`config.mk`:
```
export PLATFORM = sky130hd
export DESIGN_NAME = uart_rate_gen
export DESIGN_NICKNAME = d
export VERILOG_FILES = /design/src/rtl/uart_rate_pkg.sv /design/src/rtl/rate_div_regs.sv /design/src/rtl/rate_down_counter.sv /design/src/rtl/rate_post_div.sv /design/src/rtl/uart_rate_gen.sv
export SDC_FILE = /design/constraint.sdc
export NUM_CORES = 1
export LEC_CHECK = 0
export ABC_AREA = 1
export CAP_MARGIN = 10
export CORE_MARGIN = 3
export CORE_UTILIZATION = 55
export CTS_BUF_LIST = sky130_fd_sc_hd__clkbuf_2 sky130_fd_sc_hd__clkbuf_4 sky130_fd_sc_hd__clkbuf_8
export DETAILED_ROUTE_END_ITERATION = 12
export HOLD_SLACK_MARGIN = 0.05
export PLACE_DENSITY = 0.79
export SLEW_MARGIN = 20
export SYNTH_ARGS = -nofsm -noshare
export SYNTH_HDL_FRONTEND = slang
export SYNTH_HIERARCHICAL = 1
export SYNTH_SLANG_ARGS = --single-unit
```
`constraint.sdc`:
```
create_clock -name clk -period 2.43 [get_ports clk]
set_clock_uncertainty 0.15 [all_clocks]
set_input_delay 0.729 -clock clk [delete_from_list [all_inputs] [get_ports clk]]
set_output_delay 0.729 -clock clk [all_outputs]
set_load 0.01 [all_outputs]
```
`src/rtl/uart_rate_pkg.sv`:
```
package uart_rate_pkg;

  typedef enum logic [1:0] {
    MODE_ASYNC_NORM  = 2'd0,
    MODE_ASYNC_DBL   = 2'd1,
    MODE_SYNC_MASTER = 2'd2,
    MODE_SYNC_SLAVE  = 2'd3
  } rate_mode_e;

  // Mode decode: the pin direction only matters for synchronous operation,
  // and double speed only matters for asynchronous operation.
  function automatic rate_mode_e decode_mode(input logic sync_sel,
                                             input logic dbl_speed,
                                             input logic pin_out);
    rate_mode_e m;
    if (!sync_sel)     m = dbl_speed ? MODE_ASYNC_DBL : MODE_ASYNC_NORM;
    else if (pin_out)  m = MODE_SYNC_MASTER;
    else               m = MODE_SYNC_SLAVE;
    return m;
  endfunction

endpackage

```
`src/rtl/rate_div_regs.sv`:
```
module rate_div_regs #(
  parameter int DIV_W  = 12,
  parameter int BYTE_W = 8
) (
  input  logic              clk,
  input  logic              rst,
  input  logic              wr_hi,
  input  logic              wr_lo,
  input  logic [BYTE_W-1:0] wr_data,
  output logic [DIV_W-1:0]  load_val,
  output logic [DIV_W-1:0]  div_q
);
  localparam int HI_W = DIV_W - BYTE_W;

  generate
    if (HI_W > 0) begin : g_hold
      logic [HI_W-1:0] hold_q;
      always_ff @(posedge clk) begin
        if (rst)        hold_q <= '0;
        else if (wr_hi) hold_q <= wr_data[HI_W-1:0];
      end
      assign load_val = {hold_q, wr_data};
    end else begin : g_nohold
      assign load_val = wr_data[DIV_W-1:0];
    end
  endgenerate

  // divisor commits only on the low-byte write
  always_ff @(posedge clk) begin
    if (rst)        div_q <= '0;
    else if (wr_lo) div_q <= load_val;
  end
endmodule

```
`src/rtl/rate_down_counter.sv`:
```
module rate_down_counter #(
  parameter int DIV_W = 12
) (
  input  logic             clk,
  input  logic             rst,
  input  logic             load,
  input  logic [DIV_W-1:0] load_val,
  input  logic [DIV_W-1:0] div_q,
  output logic             tick
);
  logic [DIV_W-1:0] cnt_q;

  // a forced load suppresses the tick of that cycle
  assign tick = !load && (cnt_q == '0);

  always_ff @(posedge clk) begin
    if (rst)                cnt_q <= '0;
    else if (load)          cnt_q <= load_val;
    else if (cnt_q == '0)   cnt_q <= div_q;
    else                    cnt_q <= cnt_q - 1'b1;
  end
endmodule

```
`src/rtl/rate_post_div.sv`:
```
module rate_post_div
  import uart_rate_pkg::*;
#(
  parameter int PD_W       = 4,
  parameter int NORM_RATIO = 16,
  parameter int DBL_RATIO  = 8,
  parameter int SYNC_RATIO = 2
) (
  input  logic       clk,
  input  logic       rst,
  input  logic       tick,
  input  logic       reload,
  input  rate_mode_e mode,
  output logic       rx_tick,
  output logic       tx_bit_en,
  output logic       sync_clk
);
  localparam logic [PD_W-1:0] NORM_LAST = PD_W'(NORM_RATIO - 1);
  localparam logic [PD_W-1:0] DBL_LAST  = PD_W'(DBL_RATIO - 1);
  localparam logic [PD_W-1:0] SYNC_LAST = PD_W'(SYNC_RATIO - 1);

  rate_mode_e      mode_q;
  logic [PD_W-1:0] pcnt_q;
  logic [PD_W-1:0] last_c;
  logic            changed_c;
  logic            quiet_c;

  always_comb begin
    case (mode)
      MODE_ASYNC_NORM:  last_c = NORM_LAST;
      MODE_ASYNC_DBL:   last_c = DBL_LAST;
      MODE_SYNC_MASTER: last_c = SYNC_LAST;
      default:          last_c = '0;
    endcase
  end

  assign changed_c = (mode != mode_q);
  assign quiet_c   = (mode == MODE_SYNC_SLAVE);

  always_ff @(posedge clk) begin
    if (rst) begin
      mode_q    <= MODE_ASYNC_NORM;
      pcnt_q    <= '0;
      rx_tick   <= 1'b0;
      tx_bit_en <= 1'b0;
      sync_clk  <= 1'b0;
    end else begin
      mode_q  <= mode;
      rx_tick <= tick;
      // restart the bit period on reload or mode change
      if (changed_c || reload || quiet_c) begin
        pcnt_q    <= '0;
        tx_bit_en <= 1'b0;
      end else if (tick) begin
        if (pcnt_q == last_c) begin
          pcnt_q    <= '0;
          tx_bit_en <= 1'b1;
        end else begin
          pcnt_q    <= pcnt_q + 1'b1;
          tx_bit_en <= 1'b0;
        end
      end else begin
        tx_bit_en <= 1'b0;
      end
      // pin clock only runs in master mode
      if (mode == MODE_SYNC_MASTER) begin
        if (tick) sync_clk <= !sync_clk;
      end else begin
        sync_clk <= 1'b0;
      end
    end
  end
endmodule

```
`src/rtl/uart_rate_gen.sv`:
```
module uart_rate_gen
  import uart_rate_pkg::*;
#(
  parameter int DIV_W      = 12,
  parameter int BYTE_W     = 8,
  parameter int PD_W       = 4,
  parameter int NORM_RATIO = 16,
  parameter int DBL_RATIO  = 8,
  parameter int SYNC_RATIO = 2
) (
  input  logic              clk,
  input  logic              rst,
  input  logic              wr_hi,
  input  logic              wr_lo,
  input  logic [BYTE_W-1:0] wr_data,
  input  logic              sync_sel,
  input  logic              dbl_speed,
  input  logic              clk_pin_out,
  output logic              rx_tick,
  output logic              tx_bit_en,
  output logic              sync_clk
);
  logic [DIV_W-1:0] load_val;
  logic [DIV_W-1:0] div_q;
  logic             tick_w;
  rate_mode_e       mode_w;

  assign mode_w = decode_mode(sync_sel, dbl_speed, clk_pin_out);

  rate_div_regs #(.DIV_W(DIV_W), .BYTE_W(BYTE_W)) regs_i (
    .clk(clk), .rst(rst), .wr_hi(wr_hi), .wr_lo(wr_lo), .wr_data(wr_data),
    .load_val(load_val), .div_q(div_q)
  );

  rate_down_counter #(.DIV_W(DIV_W)) cnt_i (
    .clk(clk), .rst(rst), .load(wr_lo), .load_val(load_val),
    .div_q(div_q), .tick(tick_w)
  );

  rate_post_div #(
    .PD_W(PD_W), .NORM_RATIO(NORM_RATIO),
    .DBL_RATIO(DBL_RATIO), .SYNC_RATIO(SYNC_RATIO)
  ) pdiv_i (
    .clk(clk), .rst(rst), .tick(tick_w), .reload(wr_lo), .mode(mode_w),
    .rx_tick(rx_tick), .tx_bit_en(tx_bit_en), .sync_clk(sync_clk)
  );
endmodule

```
# Yosys cells after proc, flatten, opt, wreduce, memory -nomap -nowiden
# Index checks and enable logic that the tools add are counted.
op_classes:
  addsub: 2
  n_eq_ne: 5
  mux: 8
  n_bitwise: 2
  reduce_logical: 10
op_table:
  columns: ["operator", "count"]
  rows:
  - ["two-way mux 12 bit", 2]
  - ["logical NOT 12 bit", 1]
  - ["one-hot mux 4 bit (3 select lines)", 1]
  - ["subtractor 12 x 1 -> 12 bit, second input constant", 1]
  - ["adder 4 x 1 -> 4 bit, second input constant", 1]
  - ["== test 2 bit, second input constant", 2]
  - ["== test 4 bit", 1]
  - ["two-way mux 4 bit", 1]
  - ["OR reduction 2 bit", 2]
  - ["two-way mux 1 bit", 3]
  - ["OR reduction 3 bit", 1]
  - ["== test 2 x 1 -> 1 bit, second input constant", 1]
  - ["logical NOT 1 bit", 2]
  - ["logical NOT 2 bit", 1]
  - ["logical OR 1 bit", 2]
  - ["two-way mux 2 bit", 1]
  - ["!= test 2 bit", 1]
  - ["NOT 1 bit", 2]
  - ["logical AND 1 bit", 1]
word_totals:
  reg_bits: 37
  inputBits: 15
  output_inout_bits: 3
  wordCells: 35

# Longest topological paths before layout
logic_depth:
  word_depth: 6
  depth_mapped: 12
  ltp_nobuf: 11

# Hierarchy
# The synthesis kept the hierarchy.
by_module_without_submodules:
  columns: ["module", "n_inst", "cells_each", "area_each_um2", "seq_area_each_um2"]
  rows:
  - ["rate_down_counter", 1, 152, 957.2, 240.2]
  - ["rate_div_regs", 1, 105, 704.4, 320.3]
  - ["rate_post_div", 1, 58, 424.2, 180.2]
  - ["uart_rate_gen", 1, 5, 18.8, 0.0]

# Worst setup path before layout
# OpenSTA, ideal clock, no wires.
synth_timing:
  path_kind: "flip-flop to flip-flop"
  from: "register cnt_i.cnt_q[0]"
  to: "register pdiv_i.pcnt_q[3]"
  setup_ns: 0.116
  arrival_time_ns: 1.809
  required_time_ns: 2.164
  setup_slack_ns: 0.356
  stages_incl_launch_ff: 12
  n_path_buf: 1
  period_less_slack_ns: 2.074
  path_cell_list: "dfxtp_1 inv_1 ha_1 nand2_4 nor2_8 nand2_4 buf_6 nor2_1 inv_2 nor3_2 xor2_1 nor2_1"
synth_between:
  elab_chain_len: 2
synth_rtl:
  columns: ["element", "line", "rtl"]
  rows:
  - ["start, declared", "rate_down_counter.sv:11", "logic [DIV_W-1:0] cnt_q;"]
  - ["start signal, assigned", "rate_down_counter.sv:18", "else if (load) cnt_q <= load_val;"]
  - ["start signal, assigned", "rate_down_counter.sv:19", "else if (cnt_q == '0) cnt_q <= div_q;"]
  - ["start signal, assigned", "rate_down_counter.sv:20", "else cnt_q <= cnt_q - 1'b1;"]
  - ["logical NOT 12 bit", "rate_down_counter.sv:14", "assign tick = !load && (cnt_q == '0);"]
  - ["logical AND 1 bit", "rate_down_counter.sv:14", null]
  - ["via tick_w", "uart_rate_gen.sv:25", "logic tick_w;"]
  - ["end signal, assigned", "rate_post_div.sv:59", "pcnt_q <= pcnt_q + 1'b1;"]
  - ["end, declared", "rate_post_div.sv:23", "logic [PD_W-1:0] pcnt_q;"]
# The timed path passes the listed nets, and every way through them passes these cells.
# A chain may end at the register's enable or synchronous reset.

# Worst setup path after layout
# Same ends and word-level chain as after synthesis.

==> qor.json <==
{
  "critical_path": {
    "crit_required_ns": 2.46,
    "worstPathMaxFanout": 9,
    "path_class": "register to register",
    "worstSetupStartpointType": "register",
    "worst_setup_path_end_kind": "register",
    "critPathArrivalTime_ns": 2.12
  },
  "drt": {
    "drt.antenna.violating_nets": 0,
    "vias": 1837,
    "drt_pass1_iterations": 4,
    "drt_iter0_drc": 126,
    "drt_drc_violations_left": 0,
    "via_per_inst": 4.78,
    "drt_wl_total_um": 4110,
    "route.detailed.wl_per_inst_um": 10.7
  },
  "final_layout": {
    "fin_nets": 355,
    "multi_input_area_sq_mm": 0.00106,
    "final.fill_count": 298,
    "ff_latch_area_sq_um": 741,
    "layout-drive-gt1-share_pct": 11.5,
    "area.growth.synth_to_final_pct": 14.6,
    "num_antenna_cells": 0,
    "final_cells": 384
  },
  "logic_synthesis": {
    "synthesis.nets": 338,
    "yosys.cell_count.top_type": "sky130_fd_sc_hd__nand2_1",
    "synth.yosys.seq_area_share_pct": 35.2,
    "synthDistinctLibCells": 32,
    "netlist_top_cells_count": "sky130_fd_sc_hd__nand2_1 (87), sky130_fd_sc_hd__nor2_1 (64), sky130_fd_sc_hd__inv_1 (46)",
    "yosysWarningCount": 6,
    "synth_seq_cells": 37,
    "synth_area_sq_mm": 0.00210,
    "postSynthAreaPerCell_sq_um": 6.58,
    "synth_async_sr_flop_share_pct": 0,
    "area_share_of_the_largest_cell_type_after_synthesis_pct": 35.2,
    "synth_edf_count": 0,
    "synth_flop_cell": "sky130_fd_sc_hd__dfxtp_1",
    "netlist_instances": 320,
    "post_synth_main_area_contributors": "sky130_fd_sc_hd__dfxtp_1 (35%), sky130_fd_sc_hd__nand2_1 (16%), sky130_fd_sc_hd__nor2_1 (11%)",
    "synth_top_area_cell": "sky130_fd_sc_hd__dfxtp_1"
  },
  "power_and_ir_drop": {
    "static-leakage-power_nw": 1.21,
    "ir_worst_vdd_v": 0.000564,
    "total_power_w": 0.00163,
    "pwr_density_cell_mw_per_mm2": 675
  },
  "cts": {
    "htree_num_levels": 2,
    "cts.sink_count": 37,
    "tritoncts_clock_tree": "yes",
    "clk_pin_slew_ns": 0.08,
    "clock_latency_ns": 0.29,
    "cts.repair.resized": 0,
    "tritoncts.num_buffers": 5,
    "cts_post_setup_buffers_inserted": 0,
    "clk_path_buf_depth": 2,
    "cts.root.buffer_cell": "sky130_fd_sc_hd__clkbuf_8",
    "postCtsHoldBufs": 0
  },
  "timing": {
    "final.period_utilization_pct": 85.7,
    "drv_slew": 0,
    "max_slew_margin_pct": 64.3,
    "worst_slack_setup_final_ns": 0.347,
    "worst-slew-pin-transition_ns": 0.535,
    "timing.fmax_mhz": 480,
    "final.setup.tns_ns": 0,
    "finalHoldViolCount": 0,
    "finalSetupViolCount": 0,
    "finalWorstPathRequiredPeriod_ns": 2.08,
    "grt_setup_unrepaired": "false"
  },
  "global_route": {
    "first_global_vias": 1659,
    "grtUsageTotal_pct": 20.6,
    "globalRouteMet3Util_pct": 5.42,
    "grt_use_met1_pct": 26.1,
    "gr-usage-met2_pct": 33.0,
    "grt-busiest-layer": "met2",
    "total_grt_overflow": 0,
    "grt_pass1_wl_um": 7180,
    "grt_antenna_before_repair": 0,
    "grt_max_degree": 21
  },
  "floorplan": {
    "fp.dieH_um": 67.9,
    "initial_utilization_pct": 60.2,
    "fp.dieW_um": 67.9,
    "num_io_pins": 18,
    "fp.dieArea_sq_mm": 0.00460,
    "core_sq_mm": 0.00349,
    "std_cell_rows": 21
  },
  "hold_path": {
    "tightest_hold_check_type": "register to register"
  },
  "place": {
    "detailed_place_hpwl_um": 3020,
    "io_buffer_count": 17,
    "gp_congestion": 0.854,
    "numPlacedInstances": 376,
    "setup_slack_after_placement_ns": 0.0773
  },
  "status": {
    "outcome": "finished, final reports clean"
  },
  "job": {
    "cap_violations": 0
  }
}
logic make-up after synthesis:
logic type / after synthesis / synth area share [%]
and+or+nand+nor: 188 / 39.4
buffers and inverters: 64 / 14.3
DFF: 37 / 35.2
AOI/OAI and AO/OA: 19 / 5.53
xor gates and xnor gates: 9 / 3.75
adders and majority gates: 3 / 1.78
per-layer routing:
metal  wire length [um]  part of all wire (%)  up-vias
met4                 82                   2.0        0
met1               1920                    47      802
met5                  0                     0        -
met3                197                   4.8        9
li1                   -                     -      987
met2               1910                    47       39
per-stage QoR:
step                instance area (sq um)  util (%)  hold WS [ns]
finish                               2410      69.0         0.321
global route                         2410      69.0         0.338
CTS                                  2410      69.0         0.322
detailed placement                   2280      65.2         0.311
global placement                     2280      65.2         0.300
floorplan                            2100         -         0.290
flip-flops by register name (all words and copies together), names as in the netlist:
name,flops
pdiv_i/pcnt_q,4
regs_i/div_q,12
pdiv_i/mode_q,2
cnt_i/cnt_q,12
regs_i/g_hold.hold_q,4
pdiv_i/rx_tick,1
pdiv_i/sync_clk,1
pdiv_i/tx_bit_en,1
power by group:
group / leakage, nW / internal [W] / switching (W)
clock: 0.0681 / 0.000408 / 0.000216
sequential: 0.306 / 0.000647 / 0.0000308
combinational: 0.833 / 0.000133 / 0.000194
worst max-delay path, stage by stage, from the launching register on:
cell,delay [ns]
sky130_fd_sc_hd__dfxtp_1,0.32
sky130_fd_sc_hd__inv_1,0.13
sky130_fd_sc_hd__ha_1,0.21
sky130_fd_sc_hd__nand2_4,0.08
sky130_fd_sc_hd__nor2_8,0.19
sky130_fd_sc_hd__nand2_4,0.06
sky130_fd_sc_hd__nor2_1,0.32
sky130_fd_sc_hd__inv_2,0.10
sky130_fd_sc_hd__nor3_2,0.21
sky130_fd_sc_hd__xor2_1,0.16
sky130_fd_sc_hd__nor2_1,0.06
final timing paths:
check	from	endpoint	slack (ns)	depth (start not counted)
setup / recovery	cnt_i/cnt_q[0]	pdiv_i/pcnt_q[3]	0.35	10
setup reg to reg	cnt_i/cnt_q[0]	pdiv_i/pcnt_q[3]	0.35	10
hold / removal	regs_i/div_q[2]	regs_i/div_q[2]	0.32	2
hold reg to reg	regs_i/div_q[2]	regs_i/div_q[2]	0.32	2
cell usage in the layout (no fill, tap or decap):
cell type,Yosys,routed
sky130_fd_sc_hd__a21oi_1,2,2
sky130_fd_sc_hd__a21oi_2,4,4
sky130_fd_sc_hd__a31oi_1,2,2
sky130_fd_sc_hd__buf_4,9,9
sky130_fd_sc_hd__bufinv_16,0,2
sky130_fd_sc_hd__clkbuf_8,0,5
sky130_fd_sc_hd__clkdlybuf4s50_1,0,17
sky130_fd_sc_hd__clkinv_2,0,1
sky130_fd_sc_hd__dfxtp_1,37,37
sky130_fd_sc_hd__ha_1,3,3
sky130_fd_sc_hd__inv_1,46,46
sky130_fd_sc_hd__inv_2,2,2
sky130_fd_sc_hd__nand2_1,87,87
sky130_fd_sc_hd__nand2_2,2,2
sky130_fd_sc_hd__nand2_4,2,2
sky130_fd_sc_hd__nand3_1,16,16
sky130_fd_sc_hd__nand3_2,5,5
sky130_fd_sc_hd__nand3b_1,1,1
sky130_fd_sc_hd__nand4_1,2,2
sky130_fd_sc_hd__nor2_1,64,64
sky130_fd_sc_hd__nor2_2,2,2
sky130_fd_sc_hd__nor2_4,1,1
sky130_fd_sc_hd__nor2_8,1,1
sky130_fd_sc_hd__nor2b_1,1,1
sky130_fd_sc_hd__nor3_1,1,1
sky130_fd_sc_hd__nor3_2,1,1
sky130_fd_sc_hd__o21ai_0,10,10
sky130_fd_sc_hd__o21ai_2,1,1
sky130_fd_sc_hd__or2_1,1,1
sky130_fd_sc_hd__or2_2,1,1
sky130_fd_sc_hd__xnor2_1,5,5
sky130_fd_sc_hd__xor2_1,4,4
layout make-up:
cell class,instances,area share (%)
well taps,46,2.39
clock buffers,5,2.85
multi-input cells,219,44.0
repair buffers,26,9.85
clock inverters,3,2.70
inverters,48,7.47
flip-flops and latches,37,30.7
Power figures use the tool's default switching activity.
